[src/rtl/ilk_pkg.sv]
// Package: shared widths and the per-stage instruction descriptor.
// Assumes a register file of 2**REG_W entries in which register 0 never carries a value.
package ilk_pkg;
    localparam int REG_W       = 5;
    localparam int TAG_W       = 8;
    localparam int BACK_STAGES = 5;   // EX, DF, DS, TC, WB
    localparam int LOAD_SHADOW = 2;   // stages (EX, DF) whose load data is not yet usable
    localparam int EX_IDX      = 0;
    localparam int WB_IDX      = BACK_STAGES - 1;
    localparam int N_SRC       = 2;

    typedef logic [REG_W-1:0] reg_idx_t;

    typedef struct packed {
        logic             valid;
        logic [TAG_W-1:0] tag;
        reg_idx_t         dest;
        logic             wr_en;
        reg_idx_t         src_a;
        logic             src_a_en;
        reg_idx_t         src_b;
        logic             src_b_en;
        logic             is_load;
        logic             is_branch;
        logic             br_taken;
    } slot_t;

    localparam slot_t EMPTY_SLOT = '0;
endpackage

[src/rtl/ilk_front_regs.sv]
// Front stages IF, IS, RF. They advance when not held.
// A squash empties IF and IS (the slots younger than the delay slot) and leaves RF alone.
// Assumes squash can only be raised while the delay slot occupies RF.
module ilk_front_regs
    import ilk_pkg::*;
(
    input  logic  clk,
    input  logic  rst_n,
    input  logic  hold,
    input  logic  squash,
    input  slot_t fetch_slot,
    output slot_t if_q,
    output slot_t is_q,
    output slot_t rf_q
);
    // Stage advance, hold and squash of the three front slots.
    always_ff @(posedge clk) begin
        if (!rst_n) begin
            if_q <= EMPTY_SLOT;
            is_q <= EMPTY_SLOT;
            rf_q <= EMPTY_SLOT;
        end else if (hold) begin
            if_q.valid <= if_q.valid & ~squash;
            is_q.valid <= is_q.valid & ~squash;
        end else begin
            if_q       <= fetch_slot;
            is_q       <= if_q;
            is_q.valid <= if_q.valid & ~squash;
            rf_q       <= is_q;
            rf_q.valid <= is_q.valid & ~squash;
        end
    end

    // a held RF slot does not change.
    assert_front_frozen_R6: assert property (@(posedge clk) disable iff (!rst_n)
        hold |=> $stable(rf_q));

    // a squash without hold leaves no live slot in IS or RF afterwards.
    assert_squash_young_R7: assert property (@(posedge clk) disable iff (!rst_n)
        (squash && !hold) |=> (!is_q.valid && !rf_q.valid));

    // squash during hold keeps the delay slot and empties IF and IS.
    assert_keep_delay_slot_R9: assert property (@(posedge clk) disable iff (!rst_n)
        (squash && hold) |=> (rf_q.valid && !if_q.valid && !is_q.valid));
endmodule

[src/rtl/ilk_back_regs.sv]
// Back stages EX to WB as a shift chain.
// EX takes the RF slot, or an empty slot while the front is held.
// Squash never reaches these stages: the delay slot and everything older proceed.
module ilk_back_regs
    import ilk_pkg::*;
(
    input  logic                    clk,
    input  logic                    rst_n,
    input  logic                    hold,
    input  slot_t                   rf_q,
    output slot_t [BACK_STAGES-1:0] stg_q
);
    // Shift the descriptors one stage per cycle, inserting a bubble at EX on hold.
    always_ff @(posedge clk) begin
        if (!rst_n) begin
            stg_q <= '0;
        end else begin
            stg_q[EX_IDX] <= hold ? EMPTY_SLOT : rf_q;
            for (int k = 1; k < BACK_STAGES; k++) begin
                stg_q[k] <= stg_q[k-1];
            end
        end
    end

    // a held cycle sends an empty slot into EX.
    assert_bubble_on_hold_R2: assert property (@(posedge clk) disable iff (!rst_n)
        hold |=> !stg_q[EX_IDX].valid);
endmodule

[src/rtl/ilk_load_check.sv]
// Load-use detector. The RF slot must wait while any of its enabled sources matches
// the nonzero destination of a writing load still in a stage whose data is not ready.
// Assumes results of non-load instructions are forwarded without stalling.
module ilk_load_check
    import ilk_pkg::*;
(
    input  slot_t                    rf_slot,
    input  slot_t [LOAD_SHADOW-1:0]  pend_i,
    output logic                     hold
);
    reg_idx_t               src    [N_SRC];
    logic                   src_en [N_SRC];
    logic [N_SRC*LOAD_SHADOW-1:0] hit;

    // Gather the RF sources into an indexable form.
    always_comb begin
        src[0]    = rf_slot.src_a;
        src_en[0] = rf_slot.src_a_en;
        src[1]    = rf_slot.src_b;
        src_en[1] = rf_slot.src_b_en;
    end

    for (genvar k = 0; k < LOAD_SHADOW; k++) begin : g_stage
        for (genvar s = 0; s < N_SRC; s++) begin : g_src
            assign hit[k*N_SRC+s] = pend_i[k].valid && pend_i[k].is_load &&
                                    pend_i[k].wr_en && (pend_i[k].dest != '0) &&
                                    src_en[s] && (src[s] == pend_i[k].dest);
        end
    end

    assign hold = rf_slot.valid && (|hit);
endmodule

[src/rtl/ilk_pipe_interlock.sv]
// Top of the interlock controller. It packs the fetch inputs into a descriptor,
// tracks the front and back stages, raises the load-use hold and resolves branches in EX.
// Assumes a branch never sits in another branch's delay slot.
module ilk_pipe_interlock
    import ilk_pkg::*;
(
    input  logic             clk,
    input  logic             rst_n,
    input  logic             fetch_valid,
    input  logic [TAG_W-1:0] fetch_tag,
    input  logic [REG_W-1:0] fetch_dest,
    input  logic             fetch_wr_en,
    input  logic [REG_W-1:0] fetch_src_a,
    input  logic             fetch_src_a_en,
    input  logic [REG_W-1:0] fetch_src_b,
    input  logic             fetch_src_b_en,
    input  logic             fetch_is_load,
    input  logic             fetch_is_branch,
    input  logic             fetch_br_taken,
    output logic             front_hold,
    output logic             ex_bubble,
    output logic             squash_front,
    output logic             wb_valid,
    output logic [TAG_W-1:0] wb_tag,
    output logic [REG_W-1:0] wb_dest,
    output logic             wb_wr_en
);
    slot_t                   fetch_slot;
    slot_t                   if_q, is_q, rf_q;
    slot_t [BACK_STAGES-1:0] back_q;
    logic                    hold;
    logic                    squash;
    logic [1:0]              hold_run;

    // Pack the fetch ports into one descriptor.
    always_comb begin
        fetch_slot           = EMPTY_SLOT;
        fetch_slot.valid     = fetch_valid;
        fetch_slot.tag       = fetch_tag;
        fetch_slot.dest      = fetch_dest;
        fetch_slot.wr_en     = fetch_wr_en;
        fetch_slot.src_a     = fetch_src_a;
        fetch_slot.src_a_en  = fetch_src_a_en;
        fetch_slot.src_b     = fetch_src_b;
        fetch_slot.src_b_en  = fetch_src_b_en;
        fetch_slot.is_load   = fetch_is_load;
        fetch_slot.is_branch = fetch_is_branch;
        fetch_slot.br_taken  = fetch_br_taken;
    end

    ilk_front_regs front_i (
        .clk        (clk),
        .rst_n      (rst_n),
        .hold       (hold),
        .squash     (squash),
        .fetch_slot (fetch_slot),
        .if_q       (if_q),
        .is_q       (is_q),
        .rf_q       (rf_q)
    );

    ilk_back_regs back_i (
        .clk   (clk),
        .rst_n (rst_n),
        .hold  (hold),
        .rf_q  (rf_q),
        .stg_q (back_q)
    );

    ilk_load_check ldchk_i (
        .rf_slot (rf_q),
        .pend_i  (back_q[LOAD_SHADOW-1:0]),
        .hold    (hold)
    );

    // Branch resolution in EX: a taken branch squashes the two slots after the delay slot.
    assign squash = back_q[EX_IDX].valid && back_q[EX_IDX].is_branch && back_q[EX_IDX].br_taken;

    // Drive the outputs from the stage state.
    always_comb begin
        front_hold   = hold;
        ex_bubble    = hold;
        squash_front = squash;
        wb_valid     = back_q[WB_IDX].valid;
        wb_tag       = back_q[WB_IDX].tag;
        wb_dest      = back_q[WB_IDX].dest;
        wb_wr_en     = back_q[WB_IDX].wr_en;
    end

    // Count consecutive held cycles so their length can be bounded.
    always_ff @(posedge clk) begin
        if (!rst_n)    hold_run <= '0;
        else if (hold) hold_run <= (hold_run == 2'd3) ? hold_run : hold_run + 2'd1;
        else           hold_run <= '0;
    end

    // no third consecutive held cycle.
    assert_hold_bounded_R10: assert property (@(posedge clk) disable iff (!rst_n)
        hold |-> (hold_run < 2'd2));

    // reset leaves the writeback stage empty one cycle later.
    assert_reset_empty_R1: assert property (@(posedge clk)
        !rst_n |=> !wb_valid);
endmodule

[config.mk]
export PLATFORM = sky130hd
export DESIGN_NAME = ilk_pipe_interlock
export DESIGN_NICKNAME = d
export VERILOG_FILES = /design/src/rtl/ilk_pkg.sv /design/src/rtl/ilk_front_regs.sv /design/src/rtl/ilk_back_regs.sv /design/src/rtl/ilk_load_check.sv /design/src/rtl/ilk_pipe_interlock.sv
export SDC_FILE = /design/constraint.sdc
export NUM_CORES = 1
export LEC_CHECK = 0
export BUFFER_PORTS_ARGS = -buffer_cell sky130_fd_sc_hd__buf_4
export CORE_UTILIZATION = 52
export DETAILED_ROUTE_END_ITERATION = 6
export GPL_TIMING_DRIVEN = 0
export PLACE_DENSITY = 0.81
export RECOVER_POWER = 100
export SYNTH_ARGS = -nofsm -noshare
export SYNTH_HDL_FRONTEND = slang
export SYNTH_SLANG_ARGS = --single-unit
[constraint.sdc]
create_clock -name clk -period 1.5 [get_ports clk]
set_clock_uncertainty 0.2 [all_clocks]
set_input_delay 0.075 -clock clk [delete_from_list [all_inputs] [get_ports clk]]
set_output_delay 0.075 -clock clk [all_outputs]
set_load 0.01 [all_outputs]
## Word-level counts from Yosys, hierarchy flattened

Index checks and enable logic that the tools add are counted.
Widths: inputs -> output; s select.

| storage, ports and cells | value |
|---|---|
| register bits after elaboration | 169 |
| input bits | 32 |
| output and inout port bits | 18 |
| logic and storage cells | 88 |

| operators by class | value |
|---|---|
| equality and inequality tests | 4 |
| mux-type cells | 2 |
| bitwise gates (word level) | 4 |
| reduce and logical (&&, ||, !) cells | 21 |

Operator list:

| kind | count |
|---|---|
| $eq 5x5->1 | 4 |
| $logic_and 1x1->1 | 17 |
| $reduce_bool 5->1 | 2 |
| $reduce_or 4->1 | 1 |
| $and 1x1->1 | 2 |
| $mux 1 | 2 |
| $not 1->1 | 2 |
| $reduce_or 2->1 | 1 |

## Depth between registers and ports, before layout

Gate-level depths: netlist of the first run.

| logic depth | value |
|---|---|
| depth after elaboration | 8 |
| depth in mapped cells | 9 |
| mapped depth without buffers | 5 |

## Hierarchy

A second synthesis of the first run with hierarchy kept.

| second synthesis, totals | value |
|---|---|
| cells, all modules | 651 |
| area, all modules | 7813.7 µm² |

By module, submodules not included:

| module | instances | cells each | area each (µm²) | seq. area each (µm²) |
|---|---|---|---|---|
| ilk_back_regs | 1 | 319 | 4126.5 | 3002.9 |
| ilk_front_regs | 1 | 291 | 3397.0 | 1801.7 |
| ilk_load_check | 1 | 39 | 276.5 | 0.0 |
| ilk_pipe_interlock | 1 | 2 | 13.8 | 0.0 |

## Worst setup path before layout of the first run

No wires, ideal clock.

| timing | value |
|---|---|
| path kind | reg-to-output |
| from | register back_i.stg_q[46] (netlist bit) |
| to | output front_hold |
| arrival time | 1493 ps |
| required time | 1225 ps |
| slack | -268 ps |
| cell stages (with the launch flop) | 10 |
| path through | dfxtp_1 -> xnor2_1 -> nand4_1 -> o22ai_1 -> a22oi_1 -> buf_4 -> buf_6 -> buf_6 -> inv_1 -> buf_4 |

| between the ends | value |
|---|---|
| longest elaborated chain between the ends | 6 |

RTL lines:

| what | RTL line | text |
|---|---|---|
| start, declared | ilk_back_regs.sv:11 | `output slot_t [BACK_STAGES-1:0] stg_q` |
| start signal, assigned by index | ilk_back_regs.sv:18 | `stg_q[EX_IDX] <= hold ? EMPTY_SLOT : rf_q;` |
| start signal, assigned by index | ilk_back_regs.sv:20 | `stg_q[k] <= stg_q[k-1];` |
| $reduce_bool 5->1 | ilk_load_check.sv:26 | `pend_i[k].wr_en && (pend_i[k].dest != '0) &&` |
| $logic_and 1x1->1 (2 in series) | ilk_load_check.sv:26 |  |
| $logic_and 1x1->1 | ilk_load_check.sv:27 | `src_en[s] && (src[s] == pend_i[k].dest);` |
| $reduce_or 4->1 * | ilk_load_check.sv:31 | `assign hold = rf_slot.valid && (\|hit);` |
| $logic_and 1x1->1 * | ilk_load_check.sv:31 |  |
| end, declared | ilk_pipe_interlock.sv:20 | `output logic front_hold,` |

Mark *: on every way between the ends. The rest lies on a longest branch, timed or not.

## Worst setup path after layout of the first run

| timing | value |
|---|---|
| from | register back_i.stg_q[17] (netlist bit) |
| to | output front_hold |

Same word-level chain as after synthesis.

==> impl_metrics.env, run 1 <==
export IMPL_critical_path_required_ns=1.22
export IMPL_io_buffers=48
export IMPL_timing_critical_path_from_type="flop"
export IMPL_cpMaxStageDelayCell="sky130_fd_sc_hd__dfxtp_1"
export IMPL_worstPathArrival_ns=2.00
export IMPL_worst_path_most_repeated_cell="sky130_fd_sc_hd__buf_6"
export IMPL_die_area_mm2=0.0116
export IMPL_layout_drive_gt1_share_pct=19.6
export IMPL_avgRoutedWirePerCell_um=15.7
export IMPL_clock_sinks=169
export IMPL_global_route_overflow_total=0
export IMPL_gpl_final_weighted_congestion=0.910
export IMPL_initial_core_utilization_pct=53.5
export IMPL_hp_class="input port to flop"
export IMPL_routed_via_count=4129
export IMPL_netlist_area_mm2=0.00580
export IMPL_ctsRootBufferMaster="sky130_fd_sc_hd__clkbuf_8"
export IMPL_cts_htree_levels=4
export IMPL_hpwl_um=6940
export IMPL_initial_antenna_violation_count=0
export IMPL_core_area_mm2=0.0108
export IMPL_crit_path_cell_trace="xnor2_1, nand4_1, o22ai_1, a22oi_2, buf_6, buf_12, clkinv_4, buf_6, buf_6"
export IMPL_instance_count_along_the_most_critical_hold_path=3
export IMPL_design_area_mm2=0.00756
export IMPL_routed_wirelength_um=12700
export IMPL_via_per_inst=5.10
export IMPL_placedInstanceArea_mm2=0.00636
export IMPL_fmax_mhz=439
export IMPL_core_rowCount=38
export IMPL_placed_cells_incl_taps=736
export IMPL_final_worst_setup_slack_ns=-0.780
export IMPL_synth_cells=548
export IMPL_grt_total_usage_pct=23.5
export IMPL_initialDrtViolationCount=245
export IMPL_maximum_number_of_pins_on_one_net_before_global_route_repair=17
export IMPL_finalNonFillerCells=809
export IMPL_maxSlewViolCount=0
export IMPL_drv_cap=0
export IMPL_hold_violations=0
export IMPL_setup_violations_final=110
export IMPL_power_static_leakage_uw=0.00363
export IMPL_cts_path_max_buffers=2
export IMPL_failing_checks="setup timing"
export IMPL_syn_mean_instance_area_um2=10.6
export IMPL_critical_path_max_stage_delay_ns=0.44
export IMPL_tritoncts="built"
export IMPL_vdd_ir_drop_max_mv=1.30
export IMPL_antenna_violating_nets_post_route=0
export IMPL_num_nets_final=688
export IMPL_worstRegToRegCells=10
export IMPL_synth_nets=580
export IMPL_period_minus_slack_ns=2.28
export IMPL_numCtsBuffers=17
export IMPL_synth_yosys_warnings=0
export IMPL_crit_path_end_kind="output port"
export IMPL_number_of_global_route_vias_before_repair=4190
export IMPL_rsz_0062_raised_after_global_routing="true"
export IMPL_crit_path_max_fanout=4
export IMPL_route_detailed_drc=0
export IMPL_slew_headroom_pct=58.3
export IMPL_num_antenna_cells=0
export IMPL_yosysSeqAreaShare_pct=58.3
export IMPL_layout_worst_path_cycle_share_pct=152
export IMPL_crit_type="flop to output port"
export IMPL_pwr_density_cell_mw_per_mm2=1190
export IMPL_worstMarginPinSlew_ns=0.625
export IMPL_io_pins=50
export IMPL_die_x_um=108
export IMPL_detailedPlace_worstSlack_ns=-0.430
export IMPL_clock_insertion_delay_worst_skew_ns=0.54
export IMPL_dieHeight_um=108
export IMPL_clk_transition_reported_paths_ns=0.07
export IMPL_grt_first_pass_wirelength_um=20300
export IMPL_ys_ff_latch=169
export IMPL_synthDistinctLibCells=19
export IMPL_drt_pre_antenna_iters=5
export IMPL_run_status="finished, violations left"
export IMPL_area_delta_synth_final_pct=30.4
[cell usage in the layout, fill, tap and decap left out, drive strengths merged]
cell type	synthesis	layout
and3	18	18
nand3	3	3
clkinvlp	0	5
clkbuf	22	56
dfxtp	169	169
inv	2	6
a22oi	1	1
clkinv	0	4
bufbuf	0	2
o22ai	2	2
nand2	122	122
a21oi	2	2
nor2	2	2
buf	26	68
a21boi	1	1
and2	61	61
mux2i	89	89
dlygate4sd3	0	30
nand4	6	6
xnor2	20	20
nor3	2	2
[area by class of cell]
| class | count | area, um^2 |
|---|---|---|
| multi-input cells | 329 | 2200 |
| inverters | 2 | 12.5 |
| clock buffers | 19 | 422 |
| fillers | 742 | 3280 |
| repair buffers | 90 | 821 |
| plain buffers | 47 | 398 |
| well taps | 140 | 175 |
| clock inverters | 13 | 113 |
| flip-flops and latches | 169 | 3420 |
[synth_stat cells]
master	number	area, um^2
sky130_fd_sc_hd__mux2i_1	89	891
sky130_fd_sc_hd__o22ai_1	2	12.5
sky130_fd_sc_hd__a22oi_1	1	7.51
sky130_fd_sc_hd__clkbuf_1	22	82.6
sky130_fd_sc_hd__a21oi_1	2	10.0
sky130_fd_sc_hd__a21boi_1	1	7.51
sky130_fd_sc_hd__dfxtp_1	169	3380
sky130_fd_sc_hd__xnor2_1	20	175
sky130_fd_sc_hd__nor2_1	2	7.51
sky130_fd_sc_hd__and2_1	61	382
sky130_fd_sc_hd__nand3_1	3	15.0
sky130_fd_sc_hd__and3_1	18	113
sky130_fd_sc_hd__buf_6	2	22.5
sky130_fd_sc_hd__inv_1	2	7.51
sky130_fd_sc_hd__buf_2	1	5.00
sky130_fd_sc_hd__nand2_1	122	458
sky130_fd_sc_hd__nand4_1	6	37.5
sky130_fd_sc_hd__nor3_1	2	10.0
sky130_fd_sc_hd__buf_4	23	173
[registers in the layout (all words and copies together) (netlist names)]
name	count
back_i.stg_q	79
front_i.is_q	30
front_i.if_q	30
front_i.rf_q	30
[report_power, final]
group / internal [uW] / switching [uW]
clock network: 2080 / 1890
logic: 202 / 211
registers: 4590 / 52.5
[metrics by stage]
step	setup TNS (ns)	hold WS (ns)	utilization [%]	total power [uW]
2_1_floorplan	-7.65	0.0173	-	4930
3_3_place_gp	-37.99	0.134	58.7	5050
3_5_place_dp	-43.53	0.141	58.7	5070
4_1_cts	-46.60	0.0979	69.9	9000
5_1_grt	-54.59	0.121	69.7	9320
6_report	-48.62	0.115	69.7	9020
[cell families (layout without fill, tap and decap cells)]
| logic type | Yosys count | count (layout) | share of synthesized area [%] |
|---|---|---|---|
| AO/OA/AOI/OAI | 6 | 6 | 0.647 |
| XOR/XNOR | 20 | 20 | 3.02 |
| buffers and inverters | 50 | 171 | 5.01 |
| flip-flops | 169 | 169 | 58.3 |
| multiplexers | 89 | 89 | 15.4 |
| AND/OR/NAND/NOR | 214 | 214 | 17.6 |
[critical path, delay by kind of cell, from the launching register on]
kind	cells	cell delay (ns)
AOI/OAI and AO/OA	2	0.28
and+or+nand+nor	1	0.12
buffers and inverters	5	0.45
DFF	1	0.44
xor gates and xnor gates	1	0.16
[per-layer routing]
layer	wire (um)	vias to the layer above	GRT usage [%]
met3	577	36	6.60
li1	-	1986	-
met1	5190	1972	25.2
met4	347	0	12.7
met5	0	-	0
met2	6600	135	41.6
[worst paths after layout]
path	slack (ns)	start	endpoint
setup / recovery	-0.78	back_i.stg_q[17]	front_hold
hold / removal	0.12	rst_n	back_i.stg_q[46]
setup reg to reg	-0.62	back_i.stg_q[17]	front_i.is_q[25]
hold reg to reg	0.23	back_i.stg_q[79]	back_i.stg_q[109]
[repair_timing]
action	in CTS	in global routing
resized for setup	48	13
pin swaps	8	4
endpoints found under the hold margin	30	0
hold buffers	30	0
gates cloned	4	0
buffers inserted	7	1
setup endpoints to repair	111	110
Note: power is estimated with default switching activity, not from simulation.
==> inputs of run 2 (changes only) <==
ABC_AREA = 1   (was default)
CORE_UTILIZATION = 56   (was 52)
CTS_BUF_LIST = sky130_fd_sc_hd__clkbuf_8   (was default)
PLACE_DENSITY = 0.85   (was 0.81)
==> run 2 against run 1 <==
Net effect:
- the flow still finishes with violations (setup timing)
- clock power is 5.6% lower
- critical path depth is 4 higher
- via count is 44% higher
- critical path type is now flop to flop
- largest cell class unchanged
==> impl_metrics.env, run 2 <==
export IMPL_synth_async_reset_ratio_pct=0
export IMPL_post_layout_total_power_uw=8980
export IMPL_maximum_number_of_pins_on_one_net_before_global_route_repair=17
export IMPL_hp_class="input port to flop"
export IMPL_critical_path_required_ns=1.69
export IMPL_setup_violations_final=110
export IMPL_cts_htree_levels=4
export IMPL_io_buffers=48
export IMPL_period_minus_slack_ns=2.03
export IMPL_gr_usage_met1_pct=29.8
export IMPL_most_frequent_cells_in_the_layout="sky130_fd_sc_hd__nand2_1 (207), sky130_fd_sc_hd__dfxtp_1 (148), sky130_fd_sc_hd__inv_1 (145)"
export IMPL_power_sequential_fraction_pct=52.0
export IMPL_crit_type="flop to flop"
export IMPL_met2_usage_pct=45.2
export IMPL_syn_mean_instance_area_um2=7.13
export IMPL_netlist_area_mm2=0.00664
export IMPL_post_synth_most_frequent_cells="sky130_fd_sc_hd__nand2_1 (211), sky130_fd_sc_hd__dfxtp_1 (169), sky130_fd_sc_hd__inv_1 (158)"
export IMPL_timing_critical_path_from_type="flop"
export IMPL_synth_edf_count=0
export IMPL_yosysSeqAreaShare_pct=51.0
export IMPL_switching_share_pct=23.6
export IMPL_post_synthesis_compound_gate_area_fraction_pct=6.90
export IMPL_synth_yosys_warnings=0
export IMPL_maxSlewViolCount=0
export IMPL_synthDistinctLibCells=16
export IMPL_largest_register_ff_count=79
export IMPL_drv_cap=0
export IMPL_die_area_mm2=0.0123
export IMPL_num_nets_final=1065
export IMPL_synth_nets=963
export IMPL_pwr_density_cell_mw_per_mm2=1080
export IMPL_post_synth_top_count_cell="sky130_fd_sc_hd__nand2_1"
export IMPL_core_area_mm2=0.0115
export IMPL_grt_busiest_layer="met2"
export IMPL_num_antenna_cells=0
export IMPL_detailedPlace_worstSlack_ns=-0.525
export IMPL_power_static_leakage_uw=0.00403
export IMPL_routed_wirelength_um=15800
export IMPL_power_frac_clock_pct=41.6
export IMPL_hold_violations=0
export IMPL_p_switching_uw=2120
export IMPL_io_pins=50
export IMPL_rsz_0062_raised_after_global_routing="true"
export IMPL_slew_headroom_pct=59.9
export IMPL_vdd_ir_drop_max_mv=0.895
export IMPL_run_status="finished, violations left"
export IMPL_routed_via_count=5955
export IMPL_initial_antenna_violation_count=0
export IMPL_ctsRootBufferMaster="sky130_fd_sc_hd__clkbuf_8"
export IMPL_grt_util_met3_pct=5.47
export IMPL_synth_adder_area_share_pct=0
export IMPL_final_common_cell="sky130_fd_sc_hd__nand2_1"
export IMPL_global_route_overflow_total=0
export IMPL_drt_pre_antenna_iters=6
export IMPL_cts_path_max_buffers=2
export IMPL_ys_ff_latch=169
export IMPL_grt_total_usage_pct=25.7
export IMPL_initial_core_utilization_pct=57.9
export IMPL_failing_checks="setup timing"
export IMPL_worstPathArrival_ns=2.22
export IMPL_main_combinational_cell_family_by_area_after_synthesis="simple AND/OR/NAND/NOR gates"
export IMPL_layout_worst_path_cycle_share_pct=135
export IMPL_hpwl_um=9370
export IMPL_synth_simple_area_share_pct=26.7
export IMPL_fmax_mhz=493
export IMPL_synth_area_mux_share_pct=0
export IMPL_grt_first_pass_wirelength_um=25100
export IMPL_placed_cells_incl_taps=1122
export IMPL_worstMarginPinSlew_ns=0.602
export IMPL_top_cell_type_s_share_of_synthesized_area_pct=51.0
export IMPL_p_int_uw=6860
export IMPL_synth_top_area_cell="sky130_fd_sc_hd__dfxtp_1"
export IMPL_crit_path_max_fanout=10
export IMPL_number_of_global_route_vias_before_repair=5434
export IMPL_most_used_dff_post_synth="sky130_fd_sc_hd__dfxtp_1"
export IMPL_layout_drive_gt1_share_pct=18.8
export IMPL_clock_insertion_delay_worst_skew_ns=0.47
export IMPL_largest_register="back_i.stg_q"
export IMPL_synth_cells=931
export IMPL_synth_top_cells_by_area="sky130_fd_sc_hd__dfxtp_1 (51%), sky130_fd_sc_hd__nand2_1 (12%), sky130_fd_sc_hd__inv_1 (8.9%), sky130_fd_sc_hd__nand3_1 (7.2%), sky130_fd_sc_hd__nor2_1 (7.0%)"
export IMPL_clock_sinks=169
export IMPL_gpl_final_weighted_congestion=0.851
export IMPL_core_rowCount=39
export IMPL_via_per_inst=5.01
export IMPL_clk_transition_reported_paths_ns=0.10
export IMPL_route_detailed_drc=0
export IMPL_combinational_share_of_power_pct=6.4
export IMPL_initialDrtViolationCount=495
export IMPL_tritoncts="built"
export IMPL_finalHoldWorstSlack_ns=0.0721
export IMPL_area_delta_synth_final_pct=25.7
export IMPL_finalNonFillerCells=1189
export IMPL_synthesized_area_fraction_occupied_by_xor_and_xnor_cells_pct=0
export IMPL_avgRoutedWirePerCell_um=13.3
export IMPL_final_worst_setup_slack_ns=-0.526
export IMPL_crit_path_end_kind="flop"
export IMPL_dieHeight_um=111
export IMPL_antenna_violating_nets_post_route=0
export IMPL_die_x_um=111
export IMPL_numCtsBuffers=17
[run 2: cell types whose count changed after synthesis, sizes merged, moves of 61 or more]
cell	before	now
a21oi	2	89
nand3	3	95
inv	2	164
mux2i	89	0
nor2	2	124
nand2	122	213
and2	61	0
[run 2: timing repair]
| item | CTS | global route |
|---|---|---|
| gates resized for setup | 56 | 16 |
| pin swaps | 5 | 2 |
| endpoints found under the hold margin | 37 | 0 |
| hold buffers | 31 | 0 |
| cloned | 1 | 1 |
| setup buffers | 2 | 2 |
| endpoints found under the setup margin | 111 | 110 |
[run 2: final timing paths]
| path | cells after the start | start | slack, ns | end |
|---|---|---|---|---|
| setup / recovery | 13 | back_i.stg_q[16] | -0.53 | front_i.rf_q[7] |
| hold / removal | 4 | rst_n | 0.07 | front_i.rf_q[21] |
| setup reg to reg | 13 | back_i.stg_q[16] | -0.53 | front_i.rf_q[7] |
| hold reg to reg | 2 | back_i.stg_q[52] | 0.21 | back_i.stg_q[82] |
[run 2: metrics by stage]
stage	instance area, um^2	utilization [%]	setup TNS, ns
floorplan	6770	-	-5.74
global placement	7310	63.7	-51.45
detailed placement	7310	63.7	-52.32
CTS	8310	72.5	-36.35
global route	8340	72.8	-53.13
finish	8340	72.8	-42.88
[run 2: cells by family (layout without fill, tap and decap cells)]
| kind of cell | after synthesis | after routing |
|---|---|---|
| flip-flops | 169 | 169 |
| buffers and inverters | 235 | 350 |
| AO/OA/AOI/OAI | 91 | 91 |
| AND/OR/NAND/NOR | 436 | 436 |
[run 2: power by group through the flow]
stage	registers (uW)	clock network, uW	logic (uW)
6_report	4670	3740	575
5_1_grt	4680	3980	636
4_1_cts	4660	3780	539
3_5_place_dp	4760	0	454
3_3_place_gp	4760	0	446
2_1_floorplan	4750	0	311
[run 2: critical path, stage by stage, from the launching register on]
cell and delay [ns]:
sky130_fd_sc_hd__dfxtp_4 0.40, sky130_fd_sc_hd__inv_2 0.04, sky130_fd_sc_hd__nand2_1 0.05, sky130_fd_sc_hd__nand2_1 0.06
sky130_fd_sc_hd__nor2_1 0.11, sky130_fd_sc_hd__nand3_1 0.10, sky130_fd_sc_hd__nand2_2 0.09, sky130_fd_sc_hd__nand2_2 0.06
sky130_fd_sc_hd__nand2_4 0.08, sky130_fd_sc_hd__buf_6 0.17, sky130_fd_sc_hd__clkbuf_16 0.18, sky130_fd_sc_hd__buf_6 0.15
sky130_fd_sc_hd__a21oi_1 0.10, sky130_fd_sc_hd__nor2_1 0.15
[run 2: final cells by class]
type	instances	area [um^2]
buffer	70	503
clock buffer	17	234
clock inverter	15	233
fill	837	3120
inverter	164	618
multi-input combinational	527	2460
sequential	169	3420
tap	143	179
timing repair buffer	84	693
[run 2: layer usage]
layer | vias to the layer above | wire length (um)
li1 | 3001 | -
met1 | 2678 | 6510
met2 | 223 | 7930
met3 | 53 | 908
met4 | 0 | 445
met5 | - | 0
==> inputs of run 3 (changes only) <==
ABC_AREA = default   (was 1)
ABC_CLOCK_PERIOD_IN_PS = 1500   (was default)
CORE_UTILIZATION = 55   (was 56)
PLACE_DENSITY = 0.84   (was 0.85)
REMOVE_ABC_BUFFERS = 1   (was default)
==> run 3 against run 2 <==
Net effect:
- sequential share of layout area up 3.9 points
- sequential power about the same
- largest cell class unchanged
- non-clock buffer count down 27
- via count down 33%
- hold slack better by 0.14 ns
- the flow still finishes with violations (setup timing)
==> impl_metrics.env, run 3 (synthesized netlist as in run 1, its figures left out) <==
export IMPL_run_status="finished, violations left"
export IMPL_failing_checks="setup timing"
export IMPL_grt_busiest_layer="met2"
export IMPL_met2_usage_pct=38.1
export IMPL_numCtsBuffers=17
export IMPL_crit_path_max_fanout=3
export IMPL_drt_pre_antenna_iters=4
export IMPL_grt_total_usage_pct=22.5
export IMPL_crit_path_end_kind="output port"
export IMPL_gpl_final_weighted_congestion=0.876
export IMPL_final_common_cell="sky130_fd_sc_hd__dfxtp_1"
export IMPL_grt_first_pass_wirelength_um=19200
export IMPL_period_minus_slack_ns=2.15
export IMPL_critical_path_required_ns=1.22
export IMPL_core_rowCount=37
export IMPL_initial_core_utilization_pct=56.4
export IMPL_area_delta_synth_final_pct=31.6
export IMPL_timing_setup_tns_ns=-51.83
export IMPL_initial_antenna_violation_count=0
export IMPL_finalCoreUtilization_pct=74.3
export IMPL_maxSlewViolCount=0
export IMPL_number_of_global_route_vias_before_repair=4074
export IMPL_slew_headroom_pct=16.8
export IMPL_drv_cap=0
export IMPL_initialDrtViolationCount=151
export IMPL_most_frequent_cells_in_the_layout="sky130_fd_sc_hd__dfxtp_1 (148), sky130_fd_sc_hd__nand2_1 (122), sky130_fd_sc_hd__mux2i_1 (85)"
export IMPL_cts_path_max_buffers=2
export IMPL_die_area_mm2=0.0110
export IMPL_num_antenna_cells=0
export IMPL_routed_via_count=3976
export IMPL_hpwl_um=5310
export IMPL_ctsRootBufferMaster="sky130_fd_sc_hd__clkbuf_8"
export IMPL_grt_util_met3_pct=5.68
export IMPL_avgRoutedWirePerCell_um=15.0
export IMPL_hold_violations=0
export IMPL_antenna_violating_nets_post_route=0
export IMPL_die_x_um=105
export IMPL_io_buffers=49
export IMPL_placed_cells_incl_taps=695
export IMPL_crit_type="flop to output port"
export IMPL_design_area_mm2=0.00763
export IMPL_tritoncts="built"
export IMPL_worstPathArrival_ns=1.87
export IMPL_maximum_number_of_pins_on_one_net_before_global_route_repair=146
export IMPL_timing_critical_path_from_type="flop"
export IMPL_io_pins=50
export IMPL_largest_register="back_i.stg_q"
export IMPL_finalNonFillerCells=795
export IMPL_core_area_mm2=0.0103
export IMPL_gr_usage_met1_pct=26.1
export IMPL_largest_register_ff_count=79
export IMPL_via_per_inst=5.00
export IMPL_cts_htree_levels=4
export IMPL_clock_sinks=169
export IMPL_routed_wirelength_um=11900
export IMPL_layout_drive_gt1_share_pct=22.9
export IMPL_layout_worst_path_cycle_share_pct=143
export IMPL_vdd_ir_drop_max_mv=0.710
export IMPL_route_detailed_drc=0
export IMPL_global_route_overflow_total=0
export IMPL_final_worst_setup_slack_ns=-0.647
export IMPL_power_static_leakage_uw=0.00354
export IMPL_clock_insertion_delay_worst_skew_ns=0.46
export IMPL_placedInstanceArea_mm2=0.00622
export IMPL_hp_class="input port to flop"
export IMPL_clk_transition_reported_paths_ns=0.10
export IMPL_dieHeight_um=105
export IMPL_worstMarginPinSlew_ns=1.25
export IMPL_pwr_density_cell_mw_per_mm2=1090
export IMPL_num_nets_final=678
export IMPL_fmax_mhz=466
export IMPL_setup_violations_final=110
export IMPL_rsz_0062_raised_after_global_routing="true"
## run 3: per-layer routing
metal / part of all wire [%] / wire, um
met1: 44 / 5190
met2: 50 / 5970
met3: 3.8 / 448
met4: 2.6 / 305
met5: 0 / 0
## run 3: cell type report
cell class / instances / area [um^2]
flip-flops and latches: 169 / 3420
fillers: 641 / 2650
multi-input cells: 329 / 2330
repair buffers: 127 / 1280
clock buffers: 17 / 234
well taps: 136 / 170
clock inverters: 15 / 169
inverters: 2 / 20.0
## run 3: path summary, 6_finish.rpt
| kind | slack (ns) | startpoint | cells past startpoint | endpoint |
|---|---|---|---|---|
| setup / recovery | -0.65 | front_i.rf_q[5] | 8 | front_hold |
| hold / removal | 0.22 | fetch_dest[1] | 4 | front_i.if_q[17] |
| setup reg to reg | -0.57 | front_i.rf_q[5] | 9 | front_i.rf_q[24] |
| hold reg to reg | 0.24 | back_i.stg_q[119] | 1 | back_i.stg_q[149] |
## run 3: metrics by stage
step / total power (uW) / setup WS (ns) / hold slack [ns]
2_1_floorplan: 4870 / -7.44 / -0.00329
3_3_place_gp: 5010 / -8.80 / 0.134
3_5_place_dp: 5040 / -0.983 / 0.140
4_1_cts: 8310 / -0.587 / 0.0574
5_1_grt: 8620 / -0.707 / 0.210
6_report: 8320 / -0.647 / 0.216
## run 3: where the power goes
part	switching, uW	internal (uW)	total, uW
Combinational	195	231	426
Sequential	55.3	4590	4640
Clock	1740	1510	3250
Total	1990	6330	8320
## run 3: worst max-delay path, stage by stage (launching register included)
cell and delay, ns:
sky130_fd_sc_hd__dfxtp_4 0.39, sky130_fd_sc_hd__xnor2_2 0.15, sky130_fd_sc_hd__nand4_1 0.12, sky130_fd_sc_hd__o22ai_2 0.09, sky130_fd_sc_hd__a22oi_2 0.27, sky130_fd_sc_hd__buf_8 0.15
sky130_fd_sc_hd__buf_12 0.10, sky130_fd_sc_hd__clkinv_8 0.04, sky130_fd_sc_hd__buf_6 0.11
## run 3: timing repair
item,CTS,global route
pin swaps,15,7
gates cloned,6,1
setup buffers,16,5
endpoints found under the hold margin,63,0
hold buffers,50,0
endpoints found under the setup margin,111,118
gates resized for setup,77,43
